`src/rtl/alu_dp_pkg.sv`:
```
package alu_dp_pkg;

    typedef enum logic [3:0] {
        OP_AND = 4'd0,  OP_EOR = 4'd1,  OP_SUB = 4'd2,  OP_RSB = 4'd3,
        OP_ADD = 4'd4,  OP_ADC = 4'd5,  OP_SBC = 4'd6,  OP_RSC = 4'd7,
        OP_TST = 4'd8,  OP_TEQ = 4'd9,  OP_CMP = 4'd10, OP_CMN = 4'd11,
        OP_ORR = 4'd12, OP_MOV = 4'd13, OP_BIC = 4'd14, OP_MVN = 4'd15
    } alu_op_e;

    typedef enum logic [1:0] {
        CLS_LOGIC = 2'd0,
        CLS_ADD   = 2'd1,
        CLS_SUB   = 2'd2
    } op_class_e;

    typedef struct packed {
        logic n;
        logic z;
        logic c;
        logic v;
    } nzcv_t;

    function automatic op_class_e op_class(alu_op_e op);
        case (op)
            OP_ADD, OP_ADC, OP_CMN:                 return CLS_ADD;
            OP_SUB, OP_RSB, OP_SBC, OP_RSC, OP_CMP: return CLS_SUB;
            default:                                return CLS_LOGIC;
        endcase
    endfunction

    // Probe operations produce flags only, never a register write.
    function automatic logic op_is_probe(alu_op_e op);
        return (op == OP_TST) || (op == OP_TEQ) || (op == OP_CMP) || (op == OP_CMN);
    endfunction

endpackage

```
`src/rtl/alu_logic_unit.sv`:
```
module alu_logic_unit
    import alu_dp_pkg::*;
#(
    parameter int WIDTH = 32
) (
    input  alu_op_e          op,
    input  logic [WIDTH-1:0] a,
    input  logic [WIDTH-1:0] b,
    output logic [WIDTH-1:0] res
);
    always_comb begin
        case (op)
            OP_AND, OP_TST: res = a & b;
            OP_EOR, OP_TEQ: res = a ^ b;
            OP_ORR:         res = a | b;
            OP_MOV:         res = b;
            OP_BIC:         res = a & ~b;
            OP_MVN:         res = ~b;
            default:        res = '0;
        endcase
    end
endmodule

```
`src/rtl/alu_addsub_unit.sv`:
```
module alu_addsub_unit
    import alu_dp_pkg::*;
#(
    parameter int WIDTH = 32
) (
    input  alu_op_e          op,
    input  logic [WIDTH-1:0] a,
    input  logic [WIDTH-1:0] b,
    input  logic             c_in,
    output logic [WIDTH-1:0] sum,
    output logic             c_out,
    output logic             ovf
);
    localparam int MSB = WIDTH - 1;

    logic             reverse;
    logic             subtract;
    logic             use_c;
    logic [WIDTH-1:0] x;
    logic [WIDTH-1:0] y;
    logic             cin;
    logic [WIDTH:0]   full;

    always_comb begin
        reverse  = (op == OP_RSB) || (op == OP_RSC);
        subtract = (op_class(op) == CLS_SUB);
        use_c    = (op == OP_ADC) || (op == OP_SBC) || (op == OP_RSC);
        x        = reverse ? b : a;
        y        = reverse ? a : b;
        if (subtract) y = ~y;
        // Subtraction: carry-in 1 means no borrow; with carry forms it is C.
        if (use_c)         cin = c_in;
        else if (subtract) cin = 1'b1;
        else               cin = 1'b0;
        full  = {1'b0, x} + {1'b0, y} + {{WIDTH{1'b0}}, cin};
        sum   = full[WIDTH-1:0];
        c_out = full[WIDTH];
        // Same-signed adder inputs and a sign change in the sum mean overflow.
        ovf   = (x[MSB] == y[MSB]) && (sum[MSB] != x[MSB]);
    end
endmodule

```
`src/rtl/alu_dp_core.sv`:
```
module alu_dp_core
    import alu_dp_pkg::*;
#(
    parameter int WIDTH = 32
) (
    input  logic             clk,
    input  logic             rst_n,
    input  logic             flag_en,
    input  logic [3:0]       op,
    input  logic [WIDTH-1:0] opnd_a,
    input  logic [WIDTH-1:0] opnd_b,
    input  logic             shift_carry,
    input  logic             set_flags,
    output logic [WIDTH-1:0] result,
    output logic             wr_en,
    output logic [3:0]       flags_next,
    output logic [3:0]       flags_q
);
    localparam int MSB = WIDTH - 1;

    typedef struct packed {
        logic [WIDTH-1:0] result;
        logic             wr_en;
        nzcv_t            flags;
    } core_t;

    alu_op_e          op_e;
    nzcv_t            flg_q;
    core_t            core_d;
    logic [WIDTH-1:0] logic_res;
    logic [WIDTH-1:0] arith_res;
    logic             arith_c;
    logic             arith_v;

    assign op_e = alu_op_e'(op);

    alu_logic_unit #(.WIDTH(WIDTH)) u_logic (
        .op  (op_e),
        .a   (opnd_a),
        .b   (opnd_b),
        .res (logic_res)
    );

    alu_addsub_unit #(.WIDTH(WIDTH)) u_addsub (
        .op    (op_e),
        .a     (opnd_a),
        .b     (opnd_b),
        .c_in  (flg_q.c),
        .sum   (arith_res),
        .c_out (arith_c),
        .ovf   (arith_v)
    );

    always_comb begin
        logic update;
        core_d        = '0;
        core_d.flags  = flg_q;
        core_d.wr_en  = !op_is_probe(op_e);
        core_d.result = (op_class(op_e) == CLS_LOGIC) ? logic_res : arith_res;
        update        = set_flags || op_is_probe(op_e);
        if (update) begin
            core_d.flags.n = core_d.result[MSB];
            core_d.flags.z = (core_d.result == '0);
            if (op_class(op_e) == CLS_LOGIC) begin
                core_d.flags.c = shift_carry;
            end else begin
                core_d.flags.c = arith_c;
                core_d.flags.v = arith_v;
            end
        end
    end

    always_ff @(posedge clk or negedge rst_n) begin
        if (!rst_n)       flg_q <= '0;
        else if (flag_en) flg_q <= core_d.flags;
    end

    assign result     = core_d.result;
    assign wr_en      = core_d.wr_en;
    assign flags_next = core_d.flags;
    assign flags_q    = flg_q;
endmodule

```
`config.mk`:
```
export PLATFORM = sky130hd
export DESIGN_NAME = alu_dp_core
export DESIGN_NICKNAME = d
export VERILOG_FILES = /design/src/rtl/alu_dp_pkg.sv /design/src/rtl/alu_logic_unit.sv /design/src/rtl/alu_addsub_unit.sv /design/src/rtl/alu_dp_core.sv
export SDC_FILE = /design/constraint.sdc
export NUM_CORES = 1
export LEC_CHECK = 0
export BUFFER_PORTS_ARGS = -buffer_cell sky130_fd_sc_hd__buf_2
export CORE_ASPECT_RATIO = 0.7
export CORE_MARGIN = 4
export CORE_UTILIZATION = 55
export CTS_BUF_LIST = sky130_fd_sc_hd__clkbuf_8
export CTS_CLUSTER_SIZE = 10
export DETAILED_ROUTE_END_ITERATION = 10
export PLACE_DENSITY = 0.79
export SYNTH_ARGS = -nofsm -noshare
export SYNTH_HDL_FRONTEND = slang
export SYNTH_HIERARCHICAL = 1
export SYNTH_SLANG_ARGS = --single-unit
```
`constraint.sdc`:
```
create_clock -name clk -period 8.4 [get_ports clk]
set_input_delay 0.84 -clock clk [delete_from_list [all_inputs] [get_ports clk]]
set_output_delay 0.84 -clock clk [all_outputs]
set_load 0.1 [all_outputs]
```
---- Word-level counts from Yosys, hierarchy flattened ----
Memory sizes are Yosys's and may differ from the RTL's.
Cells that the tools add are included.
word-level totals
  register bits ........................... 4
  bits in read-only memories .............. 96
  bits of input ports ..................... 73
  logic and storage cells ................. 57
  memories kept ........................... 3
operators by class
  $add $sub $neg .......................... 2
  equality and inequality tests ........... 16
  mux-type cells .......................... 11
  bitwise gates (word level) .............. 6
  reduce and logical (&&, ||, !) cells .... 15
memory list
  name             words  width  rd ports  clocked after memory_dff  write ports  line              source
  (no name shown)  16     2      1         0                         0            alu_dp_pkg.sv:24  case (op)
  (no name shown)  16     2      1         0                         0            alu_dp_pkg.sv:24
  (no name shown)  16     2      1         0                         0            alu_dp_pkg.sv:24
operators by type and width
  cell                  number
  $pmux W32 S6          1
  $mux W32              4
  $and A32 B32 Y32      2
  $not A32 Y32          2
  $add A32 B32 Y33      1
  $add A33 B1 Y33       1
  $eq A4 B4 Y1 const B  8
  $logic_not A32 Y1     1
  $or A32 B32 Y32       1
  $xor A32 B32 Y32      1
  $eq A4 B3 Y1 const B  3
  $logic_or A1 B1 Y1    7
  $eq A4 B1 Y1 const B  1
  $eq A4 B2 Y1 const B  1
  $logic_not A2 Y1      2
  $logic_not A4 Y1      1
  $mux W1               4
  $mux W4               1
  $reduce_or A2 Y1      2
  $eq A2 B2 Y1 const B  1
  $mux W2               1
  $eq A1 B1 Y1          1
  $logic_and A1 B1 Y1   1
  $logic_not A1 Y1      1
  $ne A1 B1 Y1          1

---- Logic depth before layout (Yosys ltp) ----
  word-level depth ........................ 11
  mapped depth ............................ 21

---- By module ----
The synthesis kept the hierarchy.
modules (own cells, without submodules)
  module           instances  cells an instance  area each (um2)
  alu_addsub_unit  1          361                2,761.4
  alu_logic_unit   1          294                2,519.9
  alu_dp_core      1          86                 790.8

---- Worst setup path before layout ----
Ideal clock, no wire load.
  kind .................................... input to output
  start point ............................. input op[3]
  end point ............................... output flags_next[1]
  arrival ................................. 6,094 ps
  path slack .............................. 1,466 ps
  stages .................................. 18
  path buffers ............................ 2
  path through ............................ nand3b_1 clkbuf_1 buf_1 mux2i_1 xnor2_1 fa_1 inv_1 fa_1 a21oi_1 nor2_1 o21ai_1 a21boi_1 a21oi_1 o21ai_1 nand3_1 a21oi_1 mux2i_1 o21ai_0
on the way
  word-level cells in the longest chain between the ends .. 9
  elaborated cells on any way between the ends .. 30
  those cells by class .................... add/sub (2); eq/ne (9); mux (8); bitwise (1); reduce/logical (8); memory (2)
RTL lines
  item                                                                      line                   source
  from (decl)                                                               alu_dp_core.sv:9       input logic [3:0] op,
  parallel branches: the longest is 6 deep, another holds $add A32 B32 Y33  n/a
  $add A33 B1 Y33 (*)                                                       alu_addsub_unit.sv:35  full = {1'b0, x} + {1'b0, y} + {{WIDTH{1'b0}}, cin};
  named net arith_c                                                         alu_dp_core.sv:32      logic arith_c;
  $mux W1 (*)                                                               alu_dp_core.sv:64      if (op_class(op_e) == CLS_LOGIC) begin
  $mux W4 (*)                                                               alu_dp_core.sv:61      if (update) begin
  to (decl)                                                                 alu_dp_core.sv:16      output logic [3:0] flags_next,
Mark *: on every way through the listed nets, which the timed path passes. The select of a mux whose other input is x is not followed.

---- Worst setup path in the final report ----
  start point ............................. input op[0]
  end point ............................... output flags_next[2]
on the way
  word-level cells in the longest chain between the ends .. 10
  elaborated cells on any way between the ends .. 39
  those cells by class .................... add/sub (2); eq/ne (14); mux (8); bitwise (1); reduce/logical (12); memory (2)
RTL lines
  item                                                                      line                   source
  parallel branches: the longest is 6 deep, another holds $add A32 B32 Y33  n/a
  $add A33 B1 Y33 (*)                                                       alu_addsub_unit.sv:35
  named net arith_res[28]                                                   alu_dp_core.sv:31      logic [WIDTH-1:0] arith_res;
  $mux W32 (*)                                                              alu_dp_core.sv:59      core_d.result = (op_class(op_e) == CLS_LOGIC) ? logic_res : arith_res;
  $logic_not A32 Y1 (*)                                                     alu_dp_core.sv:63      core_d.flags.z = (core_d.result == '0);
  $mux W4 (*)                                                               alu_dp_core.sv:61
Mark *: on every way through the listed nets, which the timed path passes.

==> results by group <==
Synthesis
  • Yosys reg bits: 4
  • Library cells used by synthesis: 61
  • Synth top area share: 0.130
  • Avg Inst Size Synth: 8.19 µm²
  • EDFF count, synth: 0
  • Top-count cell post-synth: inv_1
  • Post-synth top cells: inv_1 (74), mux2_2 (66), mux2i_1 (65), ha_1 (63), xor2_1 (44)
  • Syn. warnings: 6
  • Syn nets: 879
  • Ranking of synthesized cells by area: ha_1 (13%), mux2_2 (12%), mux2i_1 (11%), o221ai_2 (7.4%), xor2_1 (6.3%)
  • Sequential area share after synthesis: 0.0165
  • Primary FF master, synth: dfrtp_1
  • Async SR Flop Fraction: 1.00
  • Post-synthesis cell count: 741
  • Syn Std Cell Area: 0.00607 mm²
  • Cell taking the most area after synthesis: ha_1

Power and ir drop
  • P_leak: 3.26 nW
  • VDD IR max: 0.263 mV
  • PwrDens: 183 mW/mm²

Setup path
  • CP Launch Type: primary input
  • Worst Setup End Kind: output pin
  • CP most frequent cell: a21oi_1
  • Top Family by Delay on Critical Path: compound AO/OA/AOI/OAI gates
  • Critical path arrival: 6.40 ns
  • Reg2reg setup slack: 3.88 ns
  • Critical Path RT: 7.56 ns
  • Critical path class: primary input to output pin
  • Cell Chain, Critical Path: buf_2 > nand3b_1 > buf_4 > mux2i_1 > xor2_1 > ha_1 > a21oi_1 > nand2_1 > a211oi_1 > a21boi_1 > a21oi_1 > o21ai_1 > a21oi_1 > xnor2_1 > nor4_1 > nand4_1 > nor4_1 > o22ai_1 > nand2_1 > buf_2
  • Critical Path Slowest Stage Cell: buf_2
  • CP peak stage delay: 0.57 ns
  • Crit path depth: 20
  • Reg2reg path depth: 19
  • CP bufs+invs: 3
  • Crit path max fanout: 44

Placed design
  • Placer Congestion: 0.937
  • Port Buffer Count: 113
  • HPWL Detailed: 15400 µm
  • Placed Cells: 963

Min path
  • Hold/Removal Path Class: primary input to asynchronous set/reset pin

Drt
  • DRC violations left: 0
  • DRT iter0 DRCs: 463
  • Drt wl/cell: 20.4 µm
  • WL final: 19700 µm
  • Pre-antenna DRT Iters: 7
  • Vias: 6233
  • Vias per cell: 6.45
  • Post-route ant nets: 0

Finish
  • Total Nets Final: 958
  • Fin cells: 966
  • Ant diodes: 0
  • Max FFs per register: 4
  • Area Overhead vs Synth: 10.3%
  • Area of the multi-input gates: 0.00545 mm²
  • Storage cell area: 100 µm²
  • Layout cells sized above 1: 0.326
  • FILL cells: 944

Floorplan
  • Die Ht: 95.9 µm
  • Top-level I/O count: 114
  • DIE AREA: 0.0128 mm²
  • Core ar.: 0.0106 mm²
  • Die Width: 134 µm
  • Row cnt: 31
  • Starting Density: 0.576

CTS
  • Number of CTS-inserted buffers: 3
  • CTS tree: done
  • Clk_lat worst skew: 0.22 ns
  • Clk pin slew, worst setup/hold paths: 0.03 ns
  • H-tree levels: 1
  • Clock Tree Buf Depth: 2
  • Setup bufs post-CTS: 0
  • Hold_buf cts: 0
  • Root Driver: clkbuf_8
  • Post-CTS sizing: 0
  • CTS sink count: 4

Timing
  • Min Hold Slack: 0.419 ns
  • RSZ-0062 raised after global routing: no
  • Final setup TNS: 0 ns
  • Rel. slew slack: 0.270
  • Final Skew: 0.00349 ns
  • Max Clock Freq: 138 MHz
  • Setup-failing EPs final: 0
  • Crit path time final: 7.24 ns
  • Final period utilization: 0.862
  • Fin. Hold Viols: 0
  • Measured slew at the worst slew-check pin: 1.10 ns
  • Pins Over Slew Limit: 0

Global routing
  • Largest net degree at the start of global routing: 45
  • Vias in the first global route: 6059
  • First-pass GRT wire length: 31400 µm
  • Grt total ovfl: 0
  • Initial antenna violation count: 0
  • Total GRT Usage: 0.298

Status
  • Status: finished, final reports clean

Job
  • Max Cap Viol: 0
## routing by layer
metal	vias up	part of all wire	routed length, µm	global-route usage
li1	2905	-	-	-
met1	3013	0.47	9340	0.438
met2	285	0.43	8440	0.476
met3	30	0.086	1700	0.0277
met4	0	0.013	256	0.0616
met5	-	0	0	0
## logic make-up after synthesis
family	synth area share
fa+ha+maj	0.136
flops	0.0165
simple gates	0.145
xor+xnor	0.0865
mux	0.234
compound gates	0.294
buf+inv	0.0872
## stage by stage
stage | setup WS (ns) | util | power, mW | cell area [µm²]
final | 1.16 | 0.635 | 1.22 | 6700
after global routing | 0.732 | 0.635 | 1.28 | 6700
after CTS | 1.27 | 0.635 | 1.21 | 6700
after detailed placement | 1.30 | 0.631 | 1.17 | 6660
after global placement | 1.51 | 0.631 | 1.15 | 6660
after floorplan | 1.47 | - | 0.956 | 6070
## report_power, final
part           internal (mW)  total [mW]  switching [mW]  leakage (nW)
Clock                 0.0305      0.0403         0.00977        0.0216
Combinational          0.303        1.15           0.847          3.19
Sequential            0.0251      0.0316         0.00652        0.0517
Total                  0.359        1.22           0.864          3.26
## layout by cell type, fill, tap and decap left out, types with 5 or more instances in the layout
master and count:
buf_2 113, a31oi_1 5, nand2b_1 35, a211oi_1 6
o21ai_0 13, o22a_1 31, a22oi_2 30, mux2i_1 65
o21a_1 6, nand4_1 9, nand3_1 10, a21o_1 19
o221ai_2 30, inv_1 74, a21oi_1 29, o21ai_1 7
mux2_2 66, nor2b_1 6, ha_1 63, buf_4 10
xnor2_1 16, nand2_1 31, xor2_1 44, nor2_1 28
nor4_1 18
## path summary, 6_finish.rpt
| path | start | endpoint |
|---|---|---|
| worst max register to register | flags_q[1]$_DFFE_PN0P_ | flags_q[2]$_DFFE_PN0P_ |
| min in group clk | flags_q[3]$_DFFE_PN0P_ | flags_q[3]$_DFFE_PN0P_ |
| worst max-delay path | op[0] | flags_next[2] |
| worst min register to register | flags_q[3]$_DFFE_PN0P_ | flags_q[3]$_DFFE_PN0P_ |
| worst min-delay path | rst_n | flags_q[1]$_DFFE_PN0P_ |
| max in group asynchronous | rst_n | flags_q[0]$_DFFE_PN0P_ |
## final cells by class
class	instances	area share
clock buffers	3	0.00616
inverters	74	0.0415
multi-input cells	614	0.814
flip-flops and latches	4	0.0149
well taps	148	0.0276
repair buffers	123	0.0956
No activity file was read; power rests on OpenSTA's default activity.
